**config.mk**
```make
export PLATFORM = sky130hd
export DESIGN_NAME = uart_irq_ctrl
export DESIGN_NICKNAME = d
export VERILOG_FILES = /design/src/rtl/uart_irq_ctrl.sv
export SDC_FILE = /design/constraint.sdc
export NUM_CORES = 1
export LEC_CHECK = 0
export CORE_MARGIN = 10
export CORE_UTILIZATION = 36
export CTS_CLUSTER_DIAMETER = 30
export DETAILED_ROUTE_END_ITERATION = 6
export PLACE_DENSITY = 0.88
export SETUP_SLACK_MARGIN = 0.2
export SLEW_MARGIN = 10
export SYNTH_ARGS = -nofsm -noshare
export SYNTH_HDL_FRONTEND = slang
export SYNTH_SLANG_ARGS = --single-unit
```
**constraint.sdc**
```tcl
create_clock -name clk -period 1 [get_ports clk]
set_input_delay 0.2 -clock clk [delete_from_list [all_inputs] [get_ports clk]]
set_output_delay 0.2 -clock clk [all_outputs]
set_load 0.01 [all_outputs]
```
**src/rtl/uart_irq_ctrl.sv**
```systemverilog
module uart_irq_ctrl #(
  parameter int FIFO_DEPTH = 8,
  parameter int CNT_W      = $clog2(FIFO_DEPTH) + 1,
  parameter int THR_W      = 4
) (
  input  logic             clk,
  input  logic             rst_n,
  input  logic             ev_frame_err,
  input  logic             ev_parity_err,
  input  logic             ev_overrun,
  input  logic [CNT_W-1:0] rx_count,
  input  logic [CNT_W-1:0] tx_count,
  input  logic [THR_W-1:0] rx_thresh,
  input  logic             en_wr,
  input  logic             sts_wr,
  input  logic [7:0]       wr_data,
  output logic [7:0]       enable_q,
  output logic [7:0]       status_q,
  output logic             irq
);

  localparam int          HALF = FIFO_DEPTH / 2;
  localparam logic [7:0]  LIVE = 8'b0111_1011;

  logic       cond_rx, cond_one, cond_half;
  logic [2:0] cond_prev;
  logic [7:0] hw_set, sw_clr;

  assign cond_rx   = (rx_thresh != '0) && (32'(rx_count) >= 32'(rx_thresh));
  assign cond_one  = (32'(tx_count) == 32'd1);
  assign cond_half = (32'(tx_count) <= 32'(HALF));

  assign hw_set = {1'b0,
                   cond_half & ~cond_prev[2],
                   cond_one  & ~cond_prev[1],
                   cond_rx   & ~cond_prev[0],
                   ev_overrun, 1'b0, ev_parity_err, ev_frame_err};
  assign sw_clr = sts_wr ? wr_data : 8'h00;

  always_ff @(posedge clk or negedge rst_n) begin
    if (!rst_n) begin
      cond_prev <= 3'b111;
      status_q  <= 8'h00;
      enable_q  <= 8'h00;
    end else begin
      cond_prev <= {cond_half, cond_one, cond_rx};
      status_q  <= ((status_q & ~sw_clr) | hw_set) & LIVE;
      if (en_wr) enable_q <= wr_data & LIVE;
    end
  end

  assign irq = |(status_q & enable_q);

  p_rsvd_zero_r1: assert property (@(posedge clk) disable iff (!rst_n)
    (status_q[2] == 1'b0) && (status_q[7] == 1'b0) && (enable_q[2] == 1'b0) && (enable_q[7] == 1'b0));

  p_err_sets_r2: assert property (@(posedge clk) disable iff (!rst_n)
    ev_frame_err |=> status_q[0]);

  p_clear_r3: assert property (@(posedge clk) disable iff (!rst_n)
    (sts_wr && wr_data[3] && !ev_overrun) |=> !status_q[3]);

  p_hold_r3: assert property (@(posedge clk) disable iff (!rst_n)
    (status_q[1] && !(sts_wr && wr_data[1])) |=> status_q[1]);

  p_set_wins_r4: assert property (@(posedge clk) disable iff (!rst_n)
    (ev_parity_err && sts_wr && wr_data[1]) |=> status_q[1]);

  p_no_retrig_r8: assert property (@(posedge clk) disable iff (!rst_n)
    ($stable(tx_count) && !status_q[5]) |=> !status_q[5]);

  p_masked_r10: assert property (@(posedge clk) disable iff (!rst_n)
    (enable_q == 8'h00) |-> !irq);

endmodule

```
==> results_tabular.tex <==
\begin{tabular}{lr}
\hline
Metric & Value \\
\hline
\multicolumn{2}{l}{\textbf{Clocking}} \\
Buffers from clock root to sink, at most & 2 \\
\# H-tree levels & 1 \\
CTS root buffer & clkbuf\_4 \\
CTS tree & yes \\
Number of sinks handled by clock tree synthesis & 15 \\
Clock slew at reported path FFs & 80 ps \\
Count of hold-fix buffers inserted at cts & 0 \\
Clock latency reported for the late side of the worst-skew pair & 280 ps \\
Num CTS Buffers & 3 \\
\multicolumn{2}{l}{\textbf{Floorplan}} \\
Effective utilization at floorplan & 37.8\% \\
Chip Width & 65.4 um \\
Die span in y & 65.4 um \\
Core ar. & 1960 um2 \\
Row Count & 16 \\
Die area & 4280 um2 \\
Total I/O pin count & 44 \\
\multicolumn{2}{l}{\textbf{Cells and area}} \\
Share of the core filled with cells in the final layout & 74.7\% \\
Proportion of layout cells with a drive suffix above 1 & 58.9\% \\
Filler cells & 139 \\
Area added between synthesis and finish & 97.6\% \\
Number of diodes added for antenna fixing & 0 \\
Post-layout nets & 156 \\
\multicolumn{2}{l}{\textbf{Place}} \\
Sum of net half-perimeters after detailed placement & 2.06 mm \\
Routability cong. & 0.821 \\
Number of port buffers & 37 \\
\multicolumn{2}{l}{\textbf{Synthesis}} \\
Fraction of post-synthesis cell area in the top cell type by area & 40.5\% \\
Most frequent cells after synthesis & dfrtp\_1, nand2\_1, mux2\_2 \\
Most instantiated flip-flop cell in the synthesis netlist & dfrtp\_1 \\
Largest area contributor in the netlist & dfrtp\_1 \\
Post-synth EDFFs & 0 \\
Total of flip-flops plus latches after synthesis & 15 \\
Synth cell types & 22 \\
Async SR Flop Fraction & 100\% \\
Most numerous cell in the Yosys netlist & dfrtp\_1 \\
Synth top area cells & dfrtp\_1, dfstp\_2, mux2\_2 \\
Cell Area, Synth & 742 um2 \\
Post-synthesis average cell area & 11.8 um2 \\
Warnings, synthesis & 0 \\
Gate Count Post-Synth & 63 \\
Seq/Total Area, Yosys & 51.1\% \\
\multicolumn{2}{l}{\textbf{Global route}} \\
Initial antenna violation count & 0 \\
Via count of the first global-routing pass & 825 \\
Global-route wire length before repair & 4.10 mm \\
Residual overflow from global routing & 0 \\
Maximum number of pins on one net before global-route repair & 16 \\
GRT Overall Usage & 12.1\% \\
\multicolumn{2}{l}{\textbf{Hold path}} \\
Path type of the worst min-delay path & in2async \\
\multicolumn{2}{l}{\textbf{Critical path}} \\
Launching point of the worst reg2reg path & status\_q[1] \\
Number of cells on the worst reg-to-reg path & 4 \\
Ordered cell list for the critical path & a22oi\_2 -> nand3\_1 -> buf\_6 \\
R2r endpoint & status\_q[1] \\
Reg2reg setup slack & 10 ps \\
Crit path max-delay cell type & dfrtp\_1 \\
Kind of start point of the critical path & flip-flop \\
Delay of the slowest critical-path stage & 420 ps \\
Capturing element type of the critical path & primary output \\
Setup crit start & enable\_q[0] \\
Crit-path max FO & 2 \\
CP Data Required Time & 800 ps \\
Crit Path Class & reg2out \\
CP arrival & 1170 ps \\
\multicolumn{2}{l}{\textbf{Outcome}} \\
Failing checks & setup timing \\
Result of the run & finished with violations \\
\multicolumn{2}{l}{\textbf{Route}} \\
Total via count in the routed design & 726 \\
Count of antenna-violating nets left after detailed routing & 0 \\
Wirelength, routed & 2.60 mm \\
Remaining design rule violation count & 0 \\
Routed length per placed instance & 17.2 um \\
First-pass iteration count of the detailed router & 2 \\
Initial DRC Count & 12 \\
Mean number of vias per cell & 4.81 \\
\multicolumn{2}{l}{\textbf{Pwr}} \\
Power spent charging and discharging nets & 473 uW \\
Switching power share of the total & 28.0\% \\
Largest vdd supply drop & 1020 uV \\
Standby leakage power & 0.663 nW \\
Cell-internal power & 1.22 mW \\
Sequential power share & 43.2\% \\
Share of total power in the clock network & 19.7\% \\
Share of total power in combinational logic & 37.1\% \\
Pwr dens & 1150 nW/um2 \\
\multicolumn{2}{l}{\textbf{Timing}} \\
Final Hold Viols & 0 \\
RSZ-0062 raised after global routing & yes \\
Minimum clock period & 1370 ps \\
Number of pins with negative max-slew slack in the final report & 0 \\
Final number of setup-violating endpoints & 13 \\
Crit share post-route & 137\% \\
Maximum clock skew at final layout & 4.31 ps \\
Hold slack & 243 ps \\
Post-Route Setup TNS & -1940 ps \\
Worst Slack Setup Final & -368 ps \\
Max frequency & 731 MHz \\
\multicolumn{2}{l}{\textbf{Run}} \\
Max Cap Violations & 0 \\
\hline
\end{tabular}
[layout make-up]
cell class	count	area [um2]	area share, %
timing repair buffer	59	584	39.8
multi-input combinational	41	402	27.4
sequential	15	379	25.9
inverter	5	41.3	2.82
tap	27	33.8	2.30
clock buffer	4	26.3	1.79
[worst max-delay path: cells and delay by family, from the launching register on]
kind | cells | cell delay [ps]
flip-flops | 1 | 420
buffers and inverters | 1 | 150
AND/OR/NAND/NOR | 1 | 120
AO/OA/AOI/OAI | 1 | 200
[routing by layer]
metal	vias up	global-route usage, %	part of all wire (%)
met4	0	2.41	2.3
met3	4	3.56	4.7
li1	339	-	-
met1	362	12.0	34
met2	21	23.8	59
met5	-	0	0
[registers in the layout (all words and copies together) (netlist names)]
name and flops:
status_q 6, cond_prev 3, enable_q 6
[power by group through the flow]
stage,Sequential (mW),Combinational (mW),Clock (mW)
2_1_floorplan,0.747,0.154,0
3_5_place_dp,0.724,0.553,0
5_1_grt,0.736,0.670,0.389
6_report,0.730,0.626,0.333
4_1_cts,0.723,0.593,0.354
3_3_place_gp,0.715,0.531,0
[how the worst max path moves through the flow]
stage / endpoint / slack, ps / cells after the start
CTS: irq / -360 / 3
detailed placement: status_q[4] / -740 / 6
global placement: status_q[4] / -630 / 6
finish: irq / -370 / 3
floorplan: status_q[4] / 6 / 5
global route: irq / -430 / 3
[cells by family after synthesis]
| family | share of synthesized area [%] |
|---|---|
| flip-flops | 51.1 |
| other | 0.505 |
| buffers and inverters | 7.25 |
| multiplexers | 9.11 |
| adder cells (fa/ha/maj) | 6.75 |
| AO/OA/AOI/OAI | 13.7 |
| AND/OR/NAND/NOR | 11.6 |
[metrics by stage]
step / total power, mW / worst slack, ps / std cells / instance area (um2)
floorplan: 0.901 / 5.87 / 66 / 826
global placement: 1.25 / -635 / 142 / 1340
detailed placement: 1.28 / -735 / 142 / 1340
CTS: 1.67 / -358 / 147 / 1410
global route: 1.79 / -430 / 151 / 1470
finish: 1.69 / -368 / 151 / 1470
[cells in the final DEF (no fill, tap or decap), drive strengths merged]
master and count:
buf 42, dfrtp 12, clkdlybuf4s50 10, nand2 8, dlygate4sd2 6, mux2 6, clkbuf 5, ha 4
conb 4, inv 4, a21o 3, a22oi 3, dfstp 3, o21a 2, o31ai 2, nor2 2
clkinv 1, nor4b 1, a22o 1, nor3b 1, o211ai 1, a21oi 1, nor4 1, nand3 1
[repair_timing]
action	4_1_cts	5_1_grt
resized for setup	119	10
buffers inserted	1	4
setup endpoints to repair	27	25
pin swaps	7	6
(Power assumes the default switching activity.)
